**config.mk**
```make
export PLATFORM = sky130hd
export DESIGN_NAME = bus_share_arbiter
export DESIGN_NICKNAME = d
export VERILOG_FILES = /design/src/rtl/bus_share_arbiter_pkg.sv /design/src/rtl/arb_sync.sv /design/src/rtl/arb_master_fsm.sv /design/src/rtl/arb_slave_fsm.sv /design/src/rtl/bus_share_arbiter.sv
export SDC_FILE = /design/constraint.sdc
export NUM_CORES = 1
export LEC_CHECK = 0
export CAP_MARGIN = 5
export CELL_PAD_IN_SITES_DETAIL_PLACEMENT = 0
export CELL_PAD_IN_SITES_GLOBAL_PLACEMENT = 1
export CORE_UTILIZATION = 31
export DETAILED_ROUTE_END_ITERATION = 10
export PLACE_DENSITY_LB_ADDON = 0.3
export SYNTH_ARGS = -nofsm -noshare
export SYNTH_HDL_FRONTEND = slang
export SYNTH_SLANG_ARGS = --single-unit
```
**constraint.sdc**
```tcl
create_clock -name clk -period 2.03 [get_ports clk]
set_clock_uncertainty 0.15 [all_clocks]
set_input_delay 0.406 -clock clk [delete_from_list [all_inputs] [get_ports clk]]
set_output_delay 0.406 -clock clk [all_outputs]
set_load 0.05 [all_outputs]
```
**src/rtl/bus_share_arbiter_pkg.sv**
```systemverilog
package bus_share_arbiter_pkg;

   typedef enum logic [1:0] {
      M_OWN     = 2'd0,
      M_GRANT   = 2'd1,
      M_RECLAIM = 2'd2
   } mst_state_e;

   typedef enum logic [1:0] {
      S_IDLE = 2'd0,
      S_REQ  = 2'd1,
      S_OWN  = 2'd2
   } slv_state_e;

   typedef struct packed {
      logic hold;
      logic hlda;
      logic breq;
   } hs_bits_t;

   localparam int HS_W = $bits(hs_bits_t);

   function automatic logic to_pin(input logic act, input bit active_low);
      return active_low ? ~act : act;
   endfunction

endpackage

```
**src/rtl/arb_sync.sv**
```systemverilog
module arb_sync #(
   parameter int         WIDTH    = 3,
   parameter int         STAGES   = 2,
   parameter logic [WIDTH-1:0] RST_VAL = '1
) (
   input  logic             clk,
   input  logic             rst_n,
   input  logic [WIDTH-1:0] d,
   output logic [WIDTH-1:0] q
);
   generate
      if (STAGES < 2) begin : g_bad
         $error("arb_sync: STAGES must be at least 2");
      end
      if (WIDTH < 1) begin : g_badw
         $error("arb_sync: WIDTH must be at least 1");
      end
   endgenerate

   logic [WIDTH-1:0] chain [STAGES];

   generate
      for (genvar s = 0; s < STAGES; s++) begin : g_stage
         always_ff @(posedge clk or negedge rst_n) begin
            if (!rst_n) begin
               chain[s] <= RST_VAL;
            end else if (s == 0) begin
               chain[s] <= d;
            end else begin
               chain[s] <= chain[(s > 0) ? s-1 : 0];
            end
         end
      end
   endgenerate

   assign q = chain[STAGES-1];
endmodule

```
**src/rtl/arb_master_fsm.sv**
```systemverilog
module arb_master_fsm
   import bus_share_arbiter_pkg::*;
(
   input  logic clk,
   input  logic rst_n,
   input  logic run,
   input  logic hold_act,
   input  logic cycle_busy,
   input  logic access_pending,
   output logic released,
   output logic hlda_act,
   output logic breq_act
);
   mst_state_e state_q, state_d;

   always_comb begin
      state_d = state_q;
      unique case (state_q)
         M_OWN:     if (hold_act && !cycle_busy) state_d = M_GRANT;
         M_GRANT:   if (!hold_act)               state_d = M_RECLAIM;
         M_RECLAIM:                              state_d = M_OWN;
         default:                                state_d = M_OWN;
      endcase
      if (!run) state_d = M_OWN;
   end

   always_ff @(posedge clk or negedge rst_n) begin
      if (!rst_n) state_q <= M_OWN;
      else        state_q <= state_d;
   end

   assign released = (state_q != M_OWN);
   assign hlda_act = (state_q == M_GRANT);
   assign breq_act = (state_q == M_GRANT) && access_pending;

   // the bus is handed over only between bus cycles
   assert_grant_idle_R4: assert property (@(posedge clk) disable iff (!rst_n)
      (run && $rose(released)) |-> $past(!cycle_busy && hold_act));

   // acknowledge is withdrawn a cycle before the bus is driven again
   assert_hlda_first_R6: assert property (@(posedge clk) disable iff (!rst_n)
      (run && $past(run) && $fell(released)) |-> $past(!hlda_act));

   // a request back is only raised while the bus is away
   assert_breq_only_released_R5: assert property (@(posedge clk) disable iff (!rst_n)
      breq_act |-> released);
endmodule

```
**src/rtl/arb_slave_fsm.sv**
```systemverilog
module arb_slave_fsm
   import bus_share_arbiter_pkg::*;
(
   input  logic clk,
   input  logic rst_n,
   input  logic run,
   input  logic hlda_act,
   input  logic breq_act,
   input  logic cycle_busy,
   input  logic access_pending,
   output logic released,
   output logic hold_act
);
   slv_state_e state_q, state_d;

   always_comb begin
      state_d = state_q;
      unique case (state_q)
         S_IDLE:  if (access_pending && !hlda_act) state_d = S_REQ;
         S_REQ:   if (hlda_act)                    state_d = S_OWN;
         S_OWN:   if (breq_act && !cycle_busy)     state_d = S_IDLE;
         default:                                  state_d = S_IDLE;
      endcase
      if (!run) state_d = S_IDLE;
   end

   always_ff @(posedge clk or negedge rst_n) begin
      if (!rst_n) state_q <= S_IDLE;
      else        state_q <= state_d;
   end

   assign released = (state_q != S_OWN);
   assign hold_act = (state_q == S_REQ) || (state_q == S_OWN);

   // the bus is only driven after the acknowledge was seen
   assert_own_after_grant_R7: assert property (@(posedge clk) disable iff (!rst_n)
      (run && $fell(released)) |-> $past(hlda_act));

   // the bus is given back only between bus cycles
   assert_drop_idle_R8: assert property (@(posedge clk) disable iff (!rst_n)
      (run && $past(run) && $rose(released)) |-> $past(!cycle_busy && breq_act));

   // no new request while the old acknowledge is still active
   assert_no_stale_req_R8: assert property (@(posedge clk) disable iff (!rst_n)
      (run && $past(run) && $rose(hold_act)) |-> $past(!hlda_act));
endmodule

```
**src/rtl/bus_share_arbiter.sv**
```systemverilog
module bus_share_arbiter
   import bus_share_arbiter_pkg::*;
#(
   parameter int SYNC_STAGES = 2,
   parameter bit ACTIVE_LOW  = 1'b1
) (
   input  logic clk,
   input  logic rst_n,
   input  logic arb_en,
   input  logic slave_mode,
   input  logic cycle_busy,
   input  logic access_pending,
   input  logic hold_i,
   output logic hold_o,
   output logic hold_oe,
   input  logic hlda_i,
   output logic hlda_o,
   output logic hlda_oe,
   input  logic breq_i,
   output logic breq_o,
   output logic breq_oe,
   output logic bus_released
);
   localparam logic [HS_W-1:0] IDLE_LEVEL = ACTIVE_LOW ? '1 : '0;

   generate
      if (SYNC_STAGES < 2) begin : g_chk_sync
         $error("bus_share_arbiter: SYNC_STAGES below 2 is not safe");
      end
   endgenerate

   hs_bits_t pin_raw, pin_sync, act;
   logic     run_m, run_s;
   logic     m_rel, m_hlda, m_breq;
   logic     s_rel, s_hold;

   assign pin_raw = '{hold: hold_i, hlda: hlda_i, breq: breq_i};

   arb_sync #(
      .WIDTH   (HS_W),
      .STAGES  (SYNC_STAGES),
      .RST_VAL (IDLE_LEVEL)
   ) u_sync (
      .clk   (clk),
      .rst_n (rst_n),
      .d     (pin_raw),
      .q     (pin_sync)
   );

   generate
      if (ACTIVE_LOW) begin : g_pol_low
         assign act = ~pin_sync;
      end else begin : g_pol_high
         assign act = pin_sync;
      end
   endgenerate

   assign run_m = arb_en && !slave_mode;
   assign run_s = arb_en &&  slave_mode;

   arb_master_fsm u_mst (
      .clk            (clk),
      .rst_n          (rst_n),
      .run            (run_m),
      .hold_act       (act.hold),
      .cycle_busy     (cycle_busy),
      .access_pending (access_pending),
      .released       (m_rel),
      .hlda_act       (m_hlda),
      .breq_act       (m_breq)
   );

   arb_slave_fsm u_slv (
      .clk            (clk),
      .rst_n          (rst_n),
      .run            (run_s),
      .hlda_act       (act.hlda),
      .breq_act       (act.breq),
      .cycle_busy     (cycle_busy),
      .access_pending (access_pending),
      .released       (s_rel),
      .hold_act       (s_hold)
   );

   assign hold_oe = run_s;
   assign hlda_oe = run_m;
   assign breq_oe = run_m;

   assign hold_o = to_pin(run_s && s_hold, ACTIVE_LOW);
   assign hlda_o = to_pin(run_m && m_hlda, ACTIVE_LOW);
   assign breq_o = to_pin(run_m && m_breq, ACTIVE_LOW);

   always_comb begin
      if (run_m)      bus_released = m_rel;
      else if (run_s) bus_released = s_rel;
      else            bus_released = 1'b0;
   end

   // disabled means owned, with every pin left undriven
   assert_disabled_owned_R1: assert property (@(posedge clk) disable iff (!rst_n)
      !arb_en |-> (!bus_released && !hold_oe && !hlda_oe && !breq_oe));

   // exactly one direction set per role
   assert_pin_dir_R3: assert property (@(posedge clk) disable iff (!rst_n)
      arb_en |-> (hlda_oe != hold_oe) && (breq_oe == hlda_oe));

   // acknowledge is active only while the bus is floated
   assert_ack_implies_float_R4: assert property (@(posedge clk) disable iff (!rst_n)
      (hlda_oe && (hlda_o == to_pin(1'b1, ACTIVE_LOW))) |-> bus_released);
endmodule

```
Word level (Yosys, flattened, before mapping)
Index checks and enable logic that the tools add are counted.

cells by class
  $add $sub $neg = 0
  $mul = 0
  div/mod/pow operators = 0
  magnitude comparators = 0
  eq/ne operators = 9
  shifts and indexed selects = 0
  mux-type cells = 11
  bitwise logic cells = 4
  reduce and logical (&&, ||, !) cells = 18

operators with widths
  operator                                               number
  2-to-1 mux 2 bit                                       7
  logical AND 1 bit                                      9
  inequality test 3 x 2 -> 1 bit, second input constant  3
  inequality test 3 bit, second input constant           2
  one-hot mux 2 bit (3 select lines)                     1
  == test 2 x 1 -> 1 bit, second input constant          2
  logical NOT 2 bit                                      2
  one-hot mux 2 bit (2 select lines)                     1
  logical NOT 1 bit                                      3
  inverter 1 bit                                         3
  inverter 3 bit                                         1
  AND reduction 3 bit                                    1
  == test 2 bit, second input constant                   1
  2-to-1 mux 1 bit                                       2
  inequality test 2 bit, second input constant           1
  AND reduction 2 bit                                    1
  nonzero test 2 bit                                     1
  logical OR 1 bit                                       1

storage, ports and cells
  flip-flop bits (word level) = 10
  latch bits = 0
  bits in writable memories = 0
  bits in read-only memories = 0
  output and inout bits = 7
  memories = 0

Depth between registers and ports, before layout
Gate-level depths: netlist (run 1).

  depth in word-level cells = 6
  gate-level depth with buffers = 5

Cells and area by module
A second synthesis (run 1) with hierarchy kept.

unflattened totals
  cells, all modules = 48
  area, all modules = 516.7 um^2

modules (own cells, without submodules)
  module             instances  cells an instance  area an instance (um^2)  sequential area each (um^2)
  arb_sync           1          9                  180.2                    157.7
  arb_slave_fsm      1          19                 172.7                    50.0
  arb_master_fsm     1          9                  101.3                    50.0
  bus_share_arbiter  1          11                 62.6                     0.0

Worst setup path after synthesis (run 1)
OpenSTA, ideal clock, no wires.

  kind = in2out
  start = input port arb_en
  end = output port breq_o
  arrival = 1.780 ns
  path slack = -0.306 ns
  stages on the path = 3
  cell sequence = nor2b_1 > and3b_1 > nand2_1

on the way
  word-level cells in the longest chain between the ends = 3

RTL lines
  what               RTL line                     source
  start, declared    bus_share_arbiter.sv:9       input logic arb_en,
  logical AND 1 bit  bus_share_arbiter.sv:58      assign run_m = arb_en && !slave_mode;
  logical AND 1 bit  bus_share_arbiter.sv:91      assign breq_o = to_pin(run_m && m_breq, ACTIVE_LOW);
  inverter 1 bit     bus_share_arbiter_pkg.sv:24  return active_low ? ~act : act;
  end, declared      bus_share_arbiter.sv:20      output logic breq_o,

Every way passes these cells.

Final worst setup path (run 1)
  start = register u_slv.state_q[0]
  end = output port bus_released

on the way
  word-level cells in the longest chain between the ends = 3

RTL lines
  what                    RTL line                 source
  start, declared         arb_slave_fsm.sv:14      slv_state_e state_q, state_d;
  start signal, assigned  arb_slave_fsm.sv:29      else state_q <= state_d;
  inequality test 2 bit   arb_slave_fsm.sv:32      assign released = (state_q != S_OWN);
  2-to-1 mux 1 bit        bus_share_arbiter.sv:95  else if (run_s) bus_released = s_rel;
  2-to-1 mux 1 bit        bus_share_arbiter.sv:94  if (run_m) bus_released = m_rel;
  end, declared           bus_share_arbiter.sv:22  output logic bus_released

Every way passes these cells.

==> metrics.csv, run 1 <==
metric;value;unit
status;completed;
Pins Over Slew Limit;0;
final wirelength;888;um
area grow syn2layout;64.7;%
most frequent cells in the layout;7 x nand2_1, 6 x clkdlybuf4s50_1, 6 x buf_4, 6 x buf_12, 6 x dfstp_2;
cells after synthesis;38;
Hold Path Class;register to register;
final hold vios;0;
Initial DRC Count;1;
Crit Path Max Fanout;2;
Max-Cap Viols;0;
Buffers on Ports;15;
Clock Sink Count;10;
crit end category;output port;
Detail Route Antenna Nets;0;
most common cell after layout, fill and taps aside;nand2_1;
dpl cells;69;
power per cell area;585;mW/mm2
diodes inserted;0;
flops & latches, synth;10;
clk_lat worst skew;0.25;ns
Vias;344;
met1 usage;13.1;%
Setup violations, final;0;
Synth Area per Inst;11.9;um2
Clock Root Buffer;clkbuf_4;
share of layout cells above drive strength 1;41.7;%
fin nets;74;
Num CTS Buffers;3;
DRC;0;
Avg WL per Cell;11.8;um
Die Area;0.00161;mm2
Sequential cell area;258;um2
largest net degree at the start of global routing;11;
Worst Path Arrival;1.30;ns
sequential fraction of the synthesis area;57.2;%
area leader, netlist;dfstp_2;
worst rel slew slack;73.0;%
CP max-delay cell;dfrtp_1;
core area;0.00133;mm2
Clock Tree Buf Depth;2;
Worst Path Required;1.47;ns
total global routing track utilization;13.2;%
RSZ-0062 raised after global routing;no;
Buf/Inv on CP;2;
placed cell area;691;um2
synth unique cells;15;
warnings from Yosys;0;
gr busiest metal;met2;
Top delay family on crit path;flip-flops;
routed vias/inst;4.59;
Die Width;40.1;um
met3 Resource Use GR;1.67;%
non-filler cells, final;75;
Worst Tran Pin Value;0.404;ns
Leak;0.348;nW
CTS tree;done;
post-synth top area share;35.0;%
clk slew on worst S/H paths;0.06;ns
Final Cycle Share;91.6;%
top post-synthesis cells by area;dfstp_2 35%, dfrtp_1 22%, ha_1 11%;
htree depth;1;
GRT overflow;0;
post-layout instance area;742;um2
Std-Cell Rows;13;
critical path class;register to output port;
starting density of the core;33.8;%
die height;40.1;um
I/O pins;16;
initial antenna violation count;0;
Worst VDD drop;290;uV
minimum clock period after layout;1.86;ns
synthesized net count;51;
final-layout fill cell count;120;
Final HPWL DP;745;um
multi-input logic area;181;um2
crit-path cells;inv_1 > ha_1 > nand2_1 > o311a_1 > buf_4;
CP startpoint kind;register;
routability-driven placement congestion ratio;0.606;
M2 GR Usage;25.4;%
CP max stage delay;0.34;ns
vias in the first global route;350;
first-pass GRT wire length;1.35;mm
fmax;538;MHz
Mapped Area;450;um2
drt first pass iters;4;
Reg2Reg Setup Slack;0.52;ns
worst reg2reg max path, delay by kind of cell, from the launching register on:
kind	cells	cell delay, ns
buf+inv	1	0.14
fa+ha+maj	1	0.19
mux	1	0.18
compound gates	1	0.39
flops	1	0.38
area by class of cell:
cell class                      instances  share of cell area, %
Inverter                                3                   1.52
Clock buffer                            4                   3.54
Sequential cell                        10                   34.7
Multi-Input combinational cell         23                   24.5
Tap cell                               15                   2.53
Timing Repair Buffer                   20                   33.2
timing repair:
item / 4_1_cts / 5_1_grt
pin swaps: 1 / 0
hold endpoints to repair: 0 / 0
resized for setup: 4 / 2
endpoints found under the setup margin: 2 / 4
hold buffers: 0 / 0
buffers inserted: 1 / 1
gates cloned: 0 / 0
metal layers:
layer  vias to the layer above  wire length, um
met5                         -                0
met4                         0                0
met1                       162              347
met3                         0               53
met2                        15              486
li1                        167                -
per-stage QoR:
step / hold slack (ns) / setup TNS, ns / util (%) / total power, W / setup WS, ns
6_report: 0.205 / 0 / 55.6 / 0.000434 / 0.171
5_1_grt: 0.213 / 0 / 55.6 / 0.000459 / 0.0899
4_1_cts: 0.206 / 0 / 54.9 / 0.000442 / 0.00222
3_5_place_dp: 0.198 / -0.0381 / 51.8 / 0.000303 / -0.0355
3_3_place_gp: 0.197 / 0 / 51.8 / 0.000300 / 0.0243
2_1_floorplan: -0.0396 / 0 / - / 0.000256 / 0.00607
cells by family (layout without fill, tap and decap cells):
family / count (synthesis) / in the layout / share of synthesized area [%]
adder cells (fa/ha/maj): 4 / 4 / 11.1
multiplexers: 2 / 2 / 4.44
AO/OA/AOI/OAI: 3 / 3 / 6.11
buffers and inverters: 5 / 27 / 5.00
flip-flops: 10 / 10 / 57.2
AND/OR/NAND/NOR: 14 / 14 / 16.1
power by group:
group | internal, W | switching [W]
Combinational | 0.0000445 | 0.0000418
Sequential | 0.000212 | 0.00000342
Clock | 0.0000753 | 0.0000566
cell usage after synthesis, drive strengths merged:
| cell type | number |
|---|---|
| nor2b | 2 |
| buf | 1 |
| dfstp | 6 |
| a221o | 1 |
| ha | 4 |
| clkbuf | 1 |
| mux2i | 2 |
| nand2 | 8 |
| and3b | 1 |
| inv | 3 |
| o21a | 1 |
| o311a | 1 |
| nor4b | 1 |
| dfrtp | 4 |
| and2 | 2 |
state kept, by name (all words and copies together) (netlist names):
signal	flops
u_sync.chain	3
u_mst.state_q	2
u_sync.q	3
u_slv.state_q	2
worst paths after layout:
check                                      start          endpoint  depth (start not counted)
worst max-delay path            u_slv.state_q[0]      bus_released                          5
worst min-delay path             u_sync.chain[3]       u_sync.q[0]                          0
worst max register to register  u_slv.state_q[0]  u_slv.state_q[0]                          4
worst min register to register   u_sync.chain[3]       u_sync.q[0]                          0
max in group asynchronous                  rst_n   u_sync.chain[5]                          1
min in group asynchronous                  rst_n  u_slv.state_q[1]                          1
No activity file was read; power rests on OpenSTA's default activity.
==> run 2, diff against run 1 <==
- CTS_CLUSTER_SIZE: not set -> 24
==> results of run 2 <==
Final layout, timing and power as in run 1 (identical DEF).
==> run 3, diff against run 2 <==
- CORE_MARGIN: not set -> 10
==> metrics.csv, run 3 (synthesis gave the netlist of run 1 again) <==
metric;value;unit;change
CP startpoint;u_slv.state_q[0];;unchanged
Overall Power;0.000420;W;was 0.000434 W
total global routing track utilization;6.57;%;was 13.2%
met1 usage;6.06;%;was 13.1%
RSZ-0062 raised after global routing;no;;unchanged
final wirelength;969;um;was 888 um
Die Area;0.00338;mm2;was 0.00161 mm2
htree depth;1;;unchanged
Clock Root Buffer;clkbuf_4;;unchanged
first-pass GRT wire length;1.70;mm;was 1.35 mm
fmax;523;MHz;was 538 MHz
Hold Path Class;register to register;;unchanged
diodes inserted;0;;unchanged
drt first pass iters;1;;was 4
starting density of the core;33.8;%;unchanged
Hold Worst Slack;0.204;ns;was 0.205 ns
Detail Route Antenna Nets;0;;unchanged
clk slew on worst S/H paths;0.05;ns;was 0.06 ns
Pins Over Slew Limit;0;;unchanged
Setup Fix Bufs, Post-CTS;0;;was 1
Final HPWL DP;857;um;was 745 um
Worst VDD drop;330;uV;was 290 uV
Final Cycle Share;94.2;%;was 91.6%
Leak;0.324;nW;was 0.348 nW
CTS tree;done;;unchanged
critical path class;register to output port;;unchanged
most frequent cells in the layout;8 x nand2_1, 6 x clkdlybuf4s50_1, 6 x buf_12, 6 x dfstp_2;;was 7 x nand2_1, 6 x clkdlybuf4s50_1, 6 x buf_4, 6 x buf_12, 6 x dfstp_2
Clock Sink Count;10;;unchanged
area grow syn2layout;58.1;%;was 64.7%
initial antenna violation count;0;;unchanged
most common cell after layout, fill and taps aside;nand2_1;;unchanged
worst rel slew slack;73.1;%;was 73.0%
Vias;342;;was 344
GRT overflow;0;;unchanged
Setup violations, final;0;;unchanged
Crit Path Max Fanout;4;;was 2
routability-driven placement congestion ratio;0.691;;was 0.606
cts hold-fix bufs;0;;unchanged
Reg2Reg Setup Slack;0.52;ns;about the same
clk_lat worst skew;0.25;ns;about the same
CP startpoint kind;register;;unchanged
power per cell area;591;mW/mm2;was 585 mW/mm2
largest net degree at the start of global routing;11;;unchanged
DRC;0;;unchanged
reg-to-reg critical path startpoint;u_slv.state_q[0];;unchanged
r2r worst-path depth;5;;was 4
Die Width;58.1;um;was 40.1 um
M2 GR Usage;11.2;%;was 25.4%
Std-Cell Rows;13;;unchanged
worst reg2reg endpoint;u_slv.state_q[0];;unchanged
Worst Path Arrival;1.36;ns;was 1.30 ns
Avg WL per Cell;13.6;um;was 11.8 um
vias in the first global route;381;;was 350
fin nets;71;;was 74
I/O pins;16;;unchanged
routed vias/inst;4.82;;was 4.59
Worst Path Required;1.47;ns;about the same
die height;58.1;um;was 40.1 um
final hold vios;0;;unchanged
Worst Tran Pin Value;0.402;ns;was 0.404 ns
Clock Tree Buf Depth;2;;unchanged
share of layout cells above drive strength 1;33.9;%;was 41.7%
crit end category;output port;;unchanged
Initial DRC Count;0;;was 1
Buffers on Ports;15;;unchanged
Num CTS Buffers;3;;unchanged
CP Capture Point;bus_released;;unchanged
minimum clock period after layout;1.91;ns;was 1.86 ns
met3 Resource Use GR;2.18;%;was 1.67%
gr busiest metal;met2;;unchanged
core area;0.00133;mm2;unchanged
Max-Cap Viols;0;;unchanged
status;completed;;unchanged
[run 3: layout make-up]
type / count / area, um2
clock buffer: 3 / 22.5
sequential: 10 / 258
tap: 15 / 18.8
multi-input combinational: 23 / 178
timing repair buffer: 17 / 224
fill: 125 / 622
inverter: 3 / 11.3
[run 3: how the worst min path moves through the flow]
stage / end / cells after the start / startpoint / slack [ns]
2_1_floorplan: u_mst.state_q[0] / 0 / rst_n / -0.04
3_3_place_gp: u_sync.q[1] / 0 / u_sync.chain[4] / 0.20
3_5_place_dp: u_sync.q[0] / 0 / u_sync.chain[3] / 0.20
4_1_cts: u_sync.q[0] / 0 / u_sync.chain[3] / 0.21
5_1_grt: u_sync.q[0] / 0 / u_sync.chain[3] / 0.21
6_report: u_sync.q[0] / 0 / u_sync.chain[3] / 0.20
[run 3: power breakdown]
part	leakage [nW]	switching (W)	internal, W
clock	0.0138	0.0000541	0.0000677
sequential	0.118	0.00000396	0.000212
combinational	0.192	0.0000404	0.0000419
total	0.324	0.0000985	0.000322
[run 3: critical path: stages, from the launching register on]
cell	delay (ns)
dfrtp_1	0.40
inv_1	0.08
ha_1	0.22
nand2_1	0.07
o311a_1	0.17
buf_6	0.16
[run 3: repair_timing]
action / CTS / global route
setup endpoints to repair: 2 / 1
pin swaps: 1 / 0
resized for setup: 3 / 1
endpoints found under the hold margin: 0 / 0
[run 3: per-layer routing]
layer	wire (um)	up-vias
met4	29	0
met5	0	-
li1	-	161
met3	76	3
met1	392	164
met2	470	14
[run 3: metrics by stage]
step                      cell area, um2  util, %  setup slack, ns  cells  TNS (ns)
after global placement               683     51.2          0.00412     68         0
after global routing                 712     53.4           0.0158     71         0
final                                712     53.4            0.119     71         0
after floorplan                      454        -          0.00607     38         0
after detailed placement             683     51.2          -0.0692     68    -0.114
after CTS                            708     53.1           0.0843     71         0
